$ cat src/rtl/exc_commit_ctrl.sv
module exc_commit_ctrl #(
  parameter int PCW = 32,
  parameter logic [PCW-1:0] HANDLER_PC = PCW'(32'h0000_0180)
) (
  input  logic           clk,
  input  logic           rst_n,
  input  logic           if_valid_i,
  input  logic [PCW-1:0] if_pc_i,
  input  logic           if_pc_fault_i,
  input  logic           id_illegal_i,
  input  logic           ex_ovf_i,
  input  logic           mem_addr_fault_i,
  input  logic           irq_i,
  output logic           take_o,
  output logic [PCW-1:0] redirect_pc_o,
  output logic           mem_wr_ok_o,
  output logic [2:0]     cause_o,
  output logic [PCW-1:0] epc_o,
  output logic           d_valid_o,
  output logic           e_valid_o,
  output logic           m_valid_o,
  output logic           wb_valid_o,
  output logic [PCW-1:0] wb_pc_o
);
  localparam logic [2:0] C_IRQ = 3'd0;
  localparam logic [2:0] C_PC  = 3'd1;
  localparam logic [2:0] C_ILL = 3'd2;
  localparam logic [2:0] C_OVF = 3'd3;
  localparam logic [2:0] C_DAT = 3'd4;

  logic           d_v, e_v, m_v;
  logic [PCW-1:0] d_pc, e_pc, m_pc;
  logic           d_x, e_x, m_x;
  logic [2:0]     d_c, e_c, m_c;

  logic       d_xn, e_xn, m_xn, take;
  logic [2:0] d_cn, e_cn, m_cn, trap_code;

  assign d_xn = d_x | id_illegal_i;
  assign d_cn = d_x ? d_c : C_ILL;
  assign e_xn = e_x | ex_ovf_i;
  assign e_cn = e_x ? e_c : C_OVF;
  assign m_xn = m_x | mem_addr_fault_i;
  assign m_cn = m_x ? m_c : C_DAT;

  assign take      = m_v & (m_xn | irq_i);
  assign trap_code = irq_i ? C_IRQ : m_cn;

  assign take_o        = take;
  assign redirect_pc_o = HANDLER_PC;
  assign mem_wr_ok_o   = m_v & ~take;
  assign d_valid_o     = d_v;
  assign e_valid_o     = e_v;
  assign m_valid_o     = m_v;

  always_ff @(posedge clk or negedge rst_n) begin
    if (!rst_n) begin
      d_v <= 1'b0; e_v <= 1'b0; m_v <= 1'b0;
      d_pc <= '0;  e_pc <= '0;  m_pc <= '0;
      d_x <= 1'b0; e_x <= 1'b0; m_x <= 1'b0;
      d_c <= C_IRQ; e_c <= C_IRQ; m_c <= C_IRQ;
      wb_valid_o <= 1'b0;
      wb_pc_o    <= '0;
      cause_o    <= C_IRQ;
      epc_o      <= '0;
    end else begin
      d_v  <= if_valid_i & ~take;
      d_pc <= if_pc_i;
      d_x  <= if_pc_fault_i;
      d_c  <= C_PC;

      e_v  <= d_v & ~take;
      e_pc <= d_pc;
      e_x  <= d_xn;
      e_c  <= d_cn;

      m_v  <= e_v & ~take;
      m_pc <= e_pc;
      m_x  <= e_xn;
      m_c  <= e_cn;

      wb_valid_o <= m_v & ~take;
      wb_pc_o    <= m_pc;

      if (take) begin
        cause_o <= trap_code;
        epc_o   <= m_pc;
      end
    end
  end
endmodule


$ cat config.mk
export PLATFORM = sky130hd
export DESIGN_NAME = exc_commit_ctrl
export DESIGN_NICKNAME = d
export VERILOG_FILES = /design/src/rtl/exc_commit_ctrl.sv
export SDC_FILE = /design/constraint.sdc
export NUM_CORES = 1
export LEC_CHECK = 0
export BUFFER_PORTS_ARGS = -buffer_cell sky130_fd_sc_hd__buf_2
export CAP_MARGIN = 20
export CORE_MARGIN = 1
export CORE_UTILIZATION = 50
export CTS_BUF_LIST = sky130_fd_sc_hd__clkbuf_2 sky130_fd_sc_hd__clkbuf_4 sky130_fd_sc_hd__clkbuf_8
export CTS_CLUSTER_DIAMETER = 200
export DETAILED_ROUTE_END_ITERATION = 10
export GPL_TIMING_DRIVEN = 0
export HOLD_SLACK_MARGIN = 0.06
export MAX_ROUTING_LAYER = met4
export PLACE_DENSITY = 0.77
export SLEW_MARGIN = 0
export SYNTH_ARGS = -nofsm -noshare
export SYNTH_HDL_FRONTEND = slang
export SYNTH_SLANG_ARGS = --single-unit
$ cat constraint.sdc
create_clock -name clk -period 2 [get_ports clk]
set_clock_uncertainty 0.1 [all_clocks]
set_input_delay 0.3 -clock clk [delete_from_list [all_inputs] [get_ports clk]]
set_output_delay 0.3 -clock clk [all_outputs]
set_load 0.03 [all_outputs]
=== Yosys cells after proc, flatten, opt, wreduce, memory -nomap -nowiden ===
Cells that the tools add are included.

* Output and inout bits: 105
* Word-level logic and storage cells: 30
* Register bits: 176
* Input port bits: 40

* Muxes and demuxes: 4
* Bitwise logic cells: 10

{| class="wikitable"
|+ Operators with widths
! operator !! number
|-
| 3-bit 2-to-1 mux || 2
|-
| 1-bit bitwise AND || 5
|-
| 2-bit 2-to-1 mux || 2
|-
| 1-bit OR || 4
|-
| 1-bit NOT || 1
|}

=== Longest topological paths before layout ===
Gate-level depths: netlist of the first run.

* Word-level depth: 5
* Gate-level depth with buffers: 4
* Depth with buffers taken out: 2

=== Worst setup path after synthesis of the first run ===
Ideal clock, no wire load.

* Path type: reg2out
* Start: reg m_v (netlist: m_valid_o)
* End: out mem_wr_ok_o
* Path buffers: 1
* Slack: -0.221 ns
* Arrival: 1.821 ns
* Stages on the path, launching flop included: 3
* Required time: 1.600 ns
* Path through: dfrtp_1 buf_2 nor4b_1

* Longest elaborated chain between the ends: 3

{| class="wikitable"
|+ Ends and longest elaborated chain
! element !! RTL line !! RTL
|-
| start, declared || 31 || <nowiki>logic d_v, e_v, m_v;</nowiki>
|-
| start signal, assigned || 77 || <nowiki>m_v <= e_v & ~take;</nowiki>
|-
| 1-bit bitwise AND || 46 || <nowiki>assign take = m_v & (m_xn | irq_i);</nowiki>
|-
| 1-bit NOT || 51 || <nowiki>assign mem_wr_ok_o = m_v & ~take;</nowiki>
|-
| 1-bit bitwise AND (*) || 51 ||
|-
| end, declared || 16 || <nowiki>output logic mem_wr_ok_o,</nowiki>
|}

Every way passes the cells marked *; elsewhere a longest branch is shown, timed or not.

=== Final worst setup path of the first run ===
* Start: in mem_addr_fault_i
* End: out mem_wr_ok_o

* Longest elaborated chain between the ends: 5

{| class="wikitable"
|+ Ends and longest elaborated chain
! element !! RTL line !! RTL
|-
| start, declared || 12 || <nowiki>input logic mem_addr_fault_i,</nowiki>
|-
| 1-bit OR || 43 || <nowiki>assign m_xn = m_x | mem_addr_fault_i;</nowiki>
|-
| 1-bit OR || 46 ||
|-
| 1-bit bitwise AND || 46 ||
|-
| 1-bit NOT || 51 ||
|-
| 1-bit bitwise AND || 51 ||
|}

Every way passes these cells.

==> impl_metrics.py, run 1 <==
metrics = {
    "status": {
        "run_status": "finished, final reports clean",
    },
    "yosys": {
        "ys_seq_area_share_pct": 84.4,
        "ys_warn_count": 0,
        "synthTopCellsByArea": "dfrtp_1 (84%), mux2_2 (6.5%), buf_4 (4.6%)",
        "yosysTopAreaCell": "dfrtp_1",
        "synthFlopType": "dfrtp_1",
        "syn_inst": 268,
        "syn-mean-instance-area_sq_um": 19.4,
        "ys_ff_latch": 175,
        "synth.most_common_cell": "dfrtp_1",
        "synth_cell_types": 19,
        "synth.top_cell.area_share_pct": 84.4,
        "synth_top_cells_by_count": "dfrtp_1 (175), buf_4 (32), mux2_2 (30), and2_1 (4), nand2b_1 (4)",
        "synth-edff-count": 0,
        "async_flop_share_pct": 100,
        "syn_area_sq_um": 5190,
    },
    "die": {
        "initial_core_util_pct": 52.4,
        "core_sq_um": 9910,
        "num_io_pins": 145,
        "num_rows": 36,
        "dieArea_sq_um": 10800,
        "die_y_um": 104,
        "die_w_um": 104,
    },
    "job": {
        "cap_violations": 0,
    },
    "pwr": {
        "power.switching_mw": 2.57,
        "p_comb_share_pct": 22.1,
        "seqPwrFrac_pct": 50.0,
        "cellPowerDensity_nw_per_um2": 1220,
        "p_clk_share_pct": 27.9,
        "sw_frac_of_total_pct": 30.8,
        "p_int_mw": 5.79,
        "leakagePower_nw": 3.38,
        "vdd_drop_max_mv": 0.602,
    },
    "global_route": {
        "gr-total-overflow": 0,
        "grt_usage_pct": 17.1,
        "antenna_found_initial": 0,
        "grt_max_degree": 114,
        "grt_pass1_wl_um": 13400,
        "first_global_vias": 2781,
    },
    "worst_hold_path": {
        "hold_end": "cause_o[2]$_DFFE_PN0P_",
        "hold_path_class": "in2reg",
        "holdPathStages": 3,
        "holdCritStartpoint": "mem_addr_fault_i",
    },
    "sta": {
        "hold_violations": 0,
        "fmax_ghz": 0.524,
        "max_slew_margin_pct": 63.7,
        "setup_violations": 0,
        "slew_viol_final": 0,
        "worstMarginPinSlew_ps": 544,
        "period_share_pct": 95.5,
        "worst_hold_slack_ps": 98.8,
        "period_needed_ps": 1910,
        "grt_setup_unrepaired": "false",
    },
    "placed_design": {
        "dp.final_hpwl_um": 5010,
        "placed_cell_area_sq_um": 6080,
        "io_buffers": 112,
        "routabilityCongestion": 0.735,
    },
    "clock_network": {
        "cts_tree": "built",
        "path_clk_slew_ps": 80,
        "cts_buffers": 17,
        "worstSkewPairLatency_ps": 430,
        "clock_path_buffers": 2,
        "cts_sinks": 175,
        "cts-root-buf": "clkbuf_8",
        "htree_levels": 4,
    },
    "routing": {
        "vias": 2636,
        "drt-initial-drc-count": 42,
        "wire_per_inst_um": 13.2,
        "routed_wl_um": 8150,
        "first_pass_iters": 4,
        "routed.top_layer": "met4",
        "m1WireLength_um": 3350,
        "met2_length_um": 4320,
        "wl_met3_um": 409,
        "detail-route-antenna-nets": 0,
        "drcViolationCount": 0,
        "via_per_inst": 4.27,
    },
    "finish": {
        "antenna_cells": 0,
        "final_area_sq_um": 6880,
        "multi_input_area_sq_um": 647,
        "fill_cells": 667,
        "ff_latch_area_sq_um": 4380,
        "finalNetCount": 512,
        "syn_to_final_growth_pct": 32.6,
        "fin_util_pct": 69.4,
        "drive_gt1_share_pct": 45.4,
    },
    "worst_setup_path": {
        "path_cells": "buf_2 -> dlygate4sd3_1 -> nor4b_2 -> buf_4",
        "crit_path_end_kind": "output pin",
        "rrSetupSlack_ps": 290,
        "critPathKind": "in2out",
        "critPathRequiredTime_ps": 1600,
        "slowest_delay_ps": 570,
        "critPathMaxFanout": 5,
        "cpMaxStageDelayCell": "dlygate4sd3_1",
        "reg2reg_depth": 4,
        "critPathArrivalTime_ps": 1510,
        "cp-start-kind": "primary input",
        "reg2reg_to": "epc_o[11]$_DFFE_PN0P_",
        "reg2reg_from": "m_x$_DFF_PN0_",
    },
}
[cell type report]
class | instances | share of cell area (%)
sequential | 175 | 63.7
tap | 133 | 2.42
clock inverter | 10 | 1.44
multi-input combinational | 86 | 9.40
timing repair buffer | 154 | 14.6
clock buffer | 22 | 4.31
buffer | 36 | 4.05
inverter | 2 | 0.109
[kinds of logic after synthesis]
logic type             share of synthesized area [%]
AO/OA/AOI/OAI                                  0.651
buffers and inverters                           5.52
flip-flops                                      84.4
multiplexers                                    6.94
other                                          0.145
AND/OR/NAND/NOR                                 2.36
[what timing repair did]
item	4_1_cts	5_1_grt
pin swaps	1	0
setup buffers	2	0
resized for setup	1	2
hold buffers	39	0
setup endpoints to repair	1	1
hold endpoints to repair	99	0
gates cloned	0	0
[cells in the final DEF (no fill, tap or decap), drive strengths merged, types with 2 or more instances in the layout]
cell type	instances
mux2	32
clkinv	2
nand2b	4
nand3	2
nand4b	2
inv	7
dfrtp	175
or2	2
clkbuf	22
conb	33
clkinvlp	2
buf	151
and2	4
dlygate4sd3	39
or4b	2
[worst max-delay path by stage]
stage,slack (ps),cells past startpoint,end,start
CTS,50,4,mem_wr_ok_o,mem_addr_fault_i
finish,90,4,mem_wr_ok_o,mem_addr_fault_i
global route,20,4,take_o,m_x$_DFF_PN0_
detailed placement,60,4,take_o,m_x$_DFF_PN0_
floorplan,230,2,mem_wr_ok_o,m_valid_o$_DFF_PN0_
global placement,-1910,1,wb_valid_o$_DFF_PN0_,rst_n
[per-stage QoR]
step	total power, mW	setup TNS [ps]	worst slack [ps]	std cells
4_1_cts	8.47	0	52.0	618
5_1_grt	8.76	0	24.5	618
6_report	8.36	0	90.2	618
3_3_place_gp	5.98	-332030	-1910	544
2_1_floorplan	5.45	0	232	299
3_5_place_dp	6.06	0	62.5	545
[sequential cells by signal (all words and copies together) (netlist names)]
signal	cells
e_valid_o	1
e_pc	32
e_x	1
m_pc	32
wb_pc_o	32
d_valid_o	1
d_pc	32
m_valid_o	1
d_c	1
m_c	2
e_c	2
m_x	1
d_x	1
epc_o	32
wb_valid_o	1
cause_o	3
[critical path, delay by kind of cell]
family / cells / cell delay, ps
simple gates: 1 / 290
buf+inv: 3 / 910
[power groups by stage]
stage | Combinational [mW] | Clock, mW | Sequential [mW]
5_1_grt | 1.96 | 2.57 | 4.24
6_report | 1.85 | 2.33 | 4.18
2_1_floorplan | 0.515 | 0 | 4.94
3_3_place_gp | 1.76 | 0 | 4.22
3_5_place_dp | 1.80 | 0 | 4.26
4_1_cts | 1.87 | 2.41 | 4.19
[layer usage]
layer | track usage [%] | vias up
met4 | 6.43 | 0
li1 | - | 1204
met1 | 20.4 | 1322
met2 | 27.3 | 104
met5 | - | -
met3 | 5.39 | 6
Power figures use the tool's default switching activity.
==> run 2, diff against run 1 <==
- CTS_BUF_LIST: sky130_fd_sc_hd__clkbuf_2 sky130_fd_sc_hd__clkbuf_4 sky130_fd_sc_hd__clkbuf_8 -> sky130_fd_sc_hd__clkbuf_16
==> run 2 against run 1 <==
Effect of this change: routed wire length is 4.3% higher; final cell count is 0.65% higher; non-clock buffer count is 4 higher; critical endpoint unchanged; largest cell class unchanged; highest routed layer unchanged.
==> impl_metrics.py, run 2 (synthesis gave the netlist of run 1 again) <==
metrics = {
    "status": {
        "run_status": "finished, final reports clean",
    },
    "clock_network": {
        "path_clk_slew_ps": 60,
        "htree_levels": 4,
        "cts_sinks": 175,
        "cts-root-buf": "clkbuf_16",
        "cts_tree": "built",
        "clock_path_buffers": 2,
        "worstSkewPairLatency_ps": 400,
        "cts_buffers": 17,
    },
    "global_route": {
        "grt_usage_pct": 17.6,
        "grt_max_degree": 114,
        "first_global_vias": 2778,
        "gr-total-overflow": 0,
        "antenna_found_initial": 0,
        "grt_pass1_wl_um": 13700,
    },
    "placed_design": {
        "dp.final_hpwl_um": 5010,
        "io_buffers": 112,
        "routabilityCongestion": 0.735,
        "pre_cts_slack_ps": 62.5,
        "numPlacedInstances": 545,
        "placed_cell_area_sq_um": 6080,
    },
    "routing": {
        "detail-route-antenna-nets": 0,
        "via_per_inst": 4.32,
        "drcViolationCount": 0,
        "wire_per_inst_um": 13.7,
        "first_pass_iters": 4,
        "drt-initial-drc-count": 40,
        "routed_wl_um": 8500,
        "vias": 2685,
    },
    "finish": {
        "finalNetCount": 516,
        "drive_gt1_share_pct": 44.8,
        "antenna_cells": 0,
        "stdcell_count": 622,
        "mostFrequentLayoutCell": "dfrtp_1",
        "final_area_sq_um": 7070,
        "fin_util_pct": 71.3,
        "syn_to_final_growth_pct": 36.1,
        "layout_common_cells": "dfrtp_1 (174), buf_2 (110), buf_4 (39), dlygate4sd3_1 (39), conb_1 (33)",
    },
    "worst_setup_path": {
        "cp-start-kind": "primary input",
        "critPathArrivalTime_ps": 1520,
        "critPathMaxFanout": 5,
        "critPathRequiredTime_ps": 1600,
        "critPathKind": "in2out",
        "crit_path_end_kind": "output pin",
    },
    "sta": {
        "worst_hold_slack_ps": 131,
        "setup_violations": 0,
        "worstMarginPinSlew_ps": 546,
        "hold_violations": 0,
        "fin_setup_tns_ps": 0,
        "slew_viol_final": 0,
        "fin_ws_ps": 80.9,
        "period_needed_ps": 1920,
        "grt_setup_unrepaired": "false",
        "period_share_pct": 96.0,
        "fmax_ghz": 0.521,
        "max_slew_margin_pct": 63.6,
    },
    "die": {
        "die_w_um": 104,
        "num_io_pins": 145,
        "core_sq_um": 9910,
        "initial_core_util_pct": 52.4,
        "dieArea_sq_um": 10800,
        "die_y_um": 104,
        "num_rows": 36,
    },
    "pwr": {
        "p_total_mw": 9.07,
        "vdd_drop_max_mv": 0.807,
        "cellPowerDensity_nw_per_um2": 1280,
        "leakagePower_nw": 3.47,
    },
    "job": {
        "cap_violations": 0,
    },
    "worst_hold_path": {
        "hold_path_class": "in2reg",
    },
}
run 2: cell count changes in the layout (fill, tap and decap cells not counted):
| cell | previous run | this run |
|---|---|---|
| buf_2 | 111 | 110 |
| clkbuf_16 | 0 | 17 |
| buf_4 | 35 | 39 |
| buf_6 | 3 | 4 |
| clkbuf_4 | 1 | 0 |
| inv_1 | 2 | 3 |
| clkbuf_8 | 21 | 0 |
| clkinv_1 | 0 | 4 |
run 2: report_power, final:
part	switching (mW)	internal [mW]
combinational	1.20	0.674
sequential	0.205	3.99
clock	1.29	1.71
run 2: final cells by class:
type | instances | area, sq um
Buffer | 36 | 279
Clock buffer | 17 | 425
Clock inverter | 15 | 118
Fill cell | 647 | 2840
Inverter | 2 | 7.51
Multi-Input combinational cell | 86 | 647
Sequential cell | 175 | 4380
Tap cell | 133 | 166
Timing Repair Buffer | 158 | 1040
run 2: per-layer routing:
layer | up-vias | share of wire (%) | GRT usage, % | wire length (um)
met5 | - | 0 | - | 0
met4 | 0 | 1.6 | 8.16 | 136
met3 | 15 | 4.7 | 4.82 | 398
met2 | 97 | 53 | 28.6 | 4490
met1 | 1355 | 41 | 20.6 | 3470
li1 | 1218 | - | - | -
run 2: worst paths after layout:
kind	startpoint	to	slack (ps)	depth (start not counted)
worst max-delay path	mem_addr_fault_i	mem_wr_ok_o	80	4
worst min-delay path	mem_addr_fault_i	cause_o[2]$_DFFE_PN0P_	130	3
worst max register to register	m_x$_DFF_PN0_	epc_o[11]$_DFFE_PN0P_	230	4
worst min register to register	d_pc[2]$_DFF_PN0_	e_pc[2]$_DFF_PN0_	240	0
max in group asynchronous	rst_n	m_x$_DFF_PN0_	560	3
min in group asynchronous	rst_n	d_pc[5]$_DFF_PN0_	330	2
run 2: repair_timing:
action                                 CTS  global route
setup buffers                            1             5
pin swaps                                1             1
gates resized for setup                  1             5
endpoints found under the hold margin   99             0
hold buffers                            39             0
setup endpoints to repair                1             2
cloned                                   0             0
run 2: critical path, cell delays in order:
cell	delay [ps]
buf_2	140
dlygate4sd3_1	570
nor4b_2	290
buf_4	210
==> run 3, diff against run 2 <==
- CORE_UTILIZATION: 50 -> 46
- PLACE_DENSITY: 0.77 -> 0.75
- clock period: 2 -> 1.64 ns (I/O delays scaled with it)
==> run 3 against run 2 <==
Effect of this change: the run now ends with negative setup slack left; largest power group unchanged; sequential share of layout area is 2.3 points lower; non-clock buffer count grew 4; cell area grew 3.9%; routed wire length grew 7.2%; power up 29%; core utilization is 4.2 points lower; largest cell class unchanged; critical path depth stayed put; clock power up 30%.
==> impl_metrics.py, run 3 (synthesis gave the netlist of run 1 again) <==
metrics = {
    "routing": {
        "drt-initial-drc-count": 108,
        "vias": 2703,
        "wire_per_inst_um": 14.4,
        "drcViolationCount": 0,
        "first_pass_iters": 6,
        "detail-route-antenna-nets": 0,
        "via_per_inst": 4.28,
        "routed_wl_um": 9110,
    },
    "finish": {
        "fin_util_pct": 67.1,
        "finalNetCount": 520,
        "antenna_cells": 0,
        "final_area_sq_um": 7340,
        "syn_to_final_growth_pct": 41.4,
        "drive_gt1_share_pct": 46.1,
        "mostFrequentLayoutCell": "dfrtp_1",
        "layout_common_cells": "dfrtp_1 (174), buf_2 (109), buf_4 (39)",
    },
    "worst_setup_path": {
        "critPathArrivalTime_ps": 1420,
        "crit_path_end_kind": "output pin",
        "critPathKind": "reg2out",
        "rrSetupSlack_ps": -70,
        "cpMaxStageDelayCell": "dfrtp_2",
        "cp-endpoint": "take_o",
        "crit_start": "m_x$_DFF_PN0_",
        "reg2reg_to": "epc_o[20]$_DFFE_PN0P_",
        "critPathRequiredTime_ps": 1290,
        "cp_common_cell": "buf_6",
        "cp-start-kind": "flip-flop",
        "reg2reg_from": "m_x$_DFF_PN0_",
        "reg2reg_depth": 5,
        "slowest_delay_ps": 450,
        "path_cells": "o31ai_4 -> buf_6 -> inv_2 -> buf_6",
        "critPathMaxFanout": 3,
    },
    "sta": {
        "period_share_pct": 108,
        "max_slew_margin_pct": 57.1,
        "worstMarginPinSlew_ps": 644,
        "grt_setup_unrepaired": "true",
        "period_needed_ps": 1760,
        "hold_violations": 0,
        "slew_viol_final": 0,
        "setup_violations": 28,
        "fin_ws_ps": -125,
        "fmax_ghz": 0.567,
    },
    "global_route": {
        "grt_usage_pct": 17.4,
        "antenna_found_initial": 0,
        "gr-total-overflow": 0,
        "grt_max_degree": 90,
        "grt_pass1_wl_um": 14300,
        "first_global_vias": 2892,
    },
    "clock_network": {
        "clock_path_buffers": 2,
        "htree_levels": 4,
        "cts_tree": "built",
        "cts_buffers": 17,
        "cts_sinks": 175,
        "worstSkewPairLatency_ps": 420,
        "path_clk_slew_ps": 60,
        "cts-root-buf": "clkbuf_16",
    },
    "die": {
        "core_sq_um": 10900,
        "die_w_um": 108,
        "num_rows": 38,
        "dieArea_sq_um": 11700,
        "num_io_pins": 145,
        "die_y_um": 108,
        "initial_core_util_pct": 47.5,
    },
    "job": {
        "cap_violations": 0,
    },
    "pwr": {
        "p_total_mw": 11.7,
        "leakagePower_nw": 3.69,
        "vdd_drop_max_mv": 0.777,
        "cellPowerDensity_nw_per_um2": 1590,
    },
    "placed_design": {
        "io_buffers": 112,
        "placed_cell_area_sq_um": 6090,
        "routabilityCongestion": 0.725,
        "dp.final_hpwl_um": 5050,
    },
    "status": {
        "violations": "negative setup slack",
        "run_status": "finished, violations left",
    },
    "worst_hold_path": {
        "hold_path_class": "in2reg",
    },
}
## run 3: cell types whose count changed in the layout (fill, tap and decap cells not counted), sizes merged
cell	delta
buf	+3
dlygate4sd3	-1
clkbuf	+2
inv	-1
bufinv	+2
clkinv	-2
## run 3: final cells by class
cell class	instances	area, sq um
Timing Repair Buffer	162	1130
Clock inverter	14	153
Sequential cell	175	4380
Tap cell	140	175
Clock buffer	17	425
Multi-Input combinational cell	86	763
Fill cell	749	3600
Buffer	36	303
Inverter	2	7.51
## run 3: layer usage
metal | routed length, um | vias to the layer above | track usage [%]
met4 | 114 | 0 | 7.05
met1 | 3770 | 1362 | 21.1
met3 | 449 | 9 | 5.18
li1 | - | 1228 | -
met5 | 0 | - | -
met2 | 4780 | 104 | 27.3
## run 3: worst min-delay path by stage
stage / startpoint / endpoint / slack (ps) / depth (start not counted)
after CTS: mem_addr_fault_i / cause_o[2]$_DFFE_PN0P_ / 90 / 3
after global routing: mem_addr_fault_i / cause_o[2]$_DFFE_PN0P_ / 120 / 3
final: mem_addr_fault_i / cause_o[2]$_DFFE_PN0P_ / 110 / 3
after global placement: e_pc[27]$_DFF_PN0_ / m_pc[27]$_DFF_PN0_ / 230 / 0
after detailed placement: rst_n / wb_pc_o[26]$_DFF_PN0_ / 200 / 1
after floorplan: rst_n / cause_o[0]$_DFFE_PN0P_ / -150 / 0
## run 3: critical path: cells and delay by family, from the launching register on
kind / cells / cell delay (ps)
flip-flops: 1 / 450
AO/OA/AOI/OAI: 1 / 250
buffers and inverters: 3 / 300
## run 3: timing repair
item | 4_1_cts | 5_1_grt
cloned | 0 | 2
setup buffers | 9 | 1
hold buffers | 38 | 0
resized for setup | 42 | 4
endpoints found under the hold margin | 125 | 0
pin swaps | 3 | 0
endpoints found under the setup margin | 37 | 28
## run 3: where the power goes
part | internal (mW) | switching, mW | leakage [nW]
Combinational | 1.08 | 1.54 | 1.35
Clock | 2.36 | 1.53 | 0.294
Sequential | 4.87 | 0.276 | 2.05
## run 3: per-stage QoR
step	hold WS [ps]	std cells	setup slack [ps]	setup TNS, ps
5_1_grt	116	632	-173	-2350
6_report	110	632	-125	-1140
3_5_place_dp	196	552	-330	-8840
2_1_floorplan	-150	299	-30.9	-714
4_1_cts	85.5	629	-147	-1160
3_3_place_gp	232	551	-2210	-392640
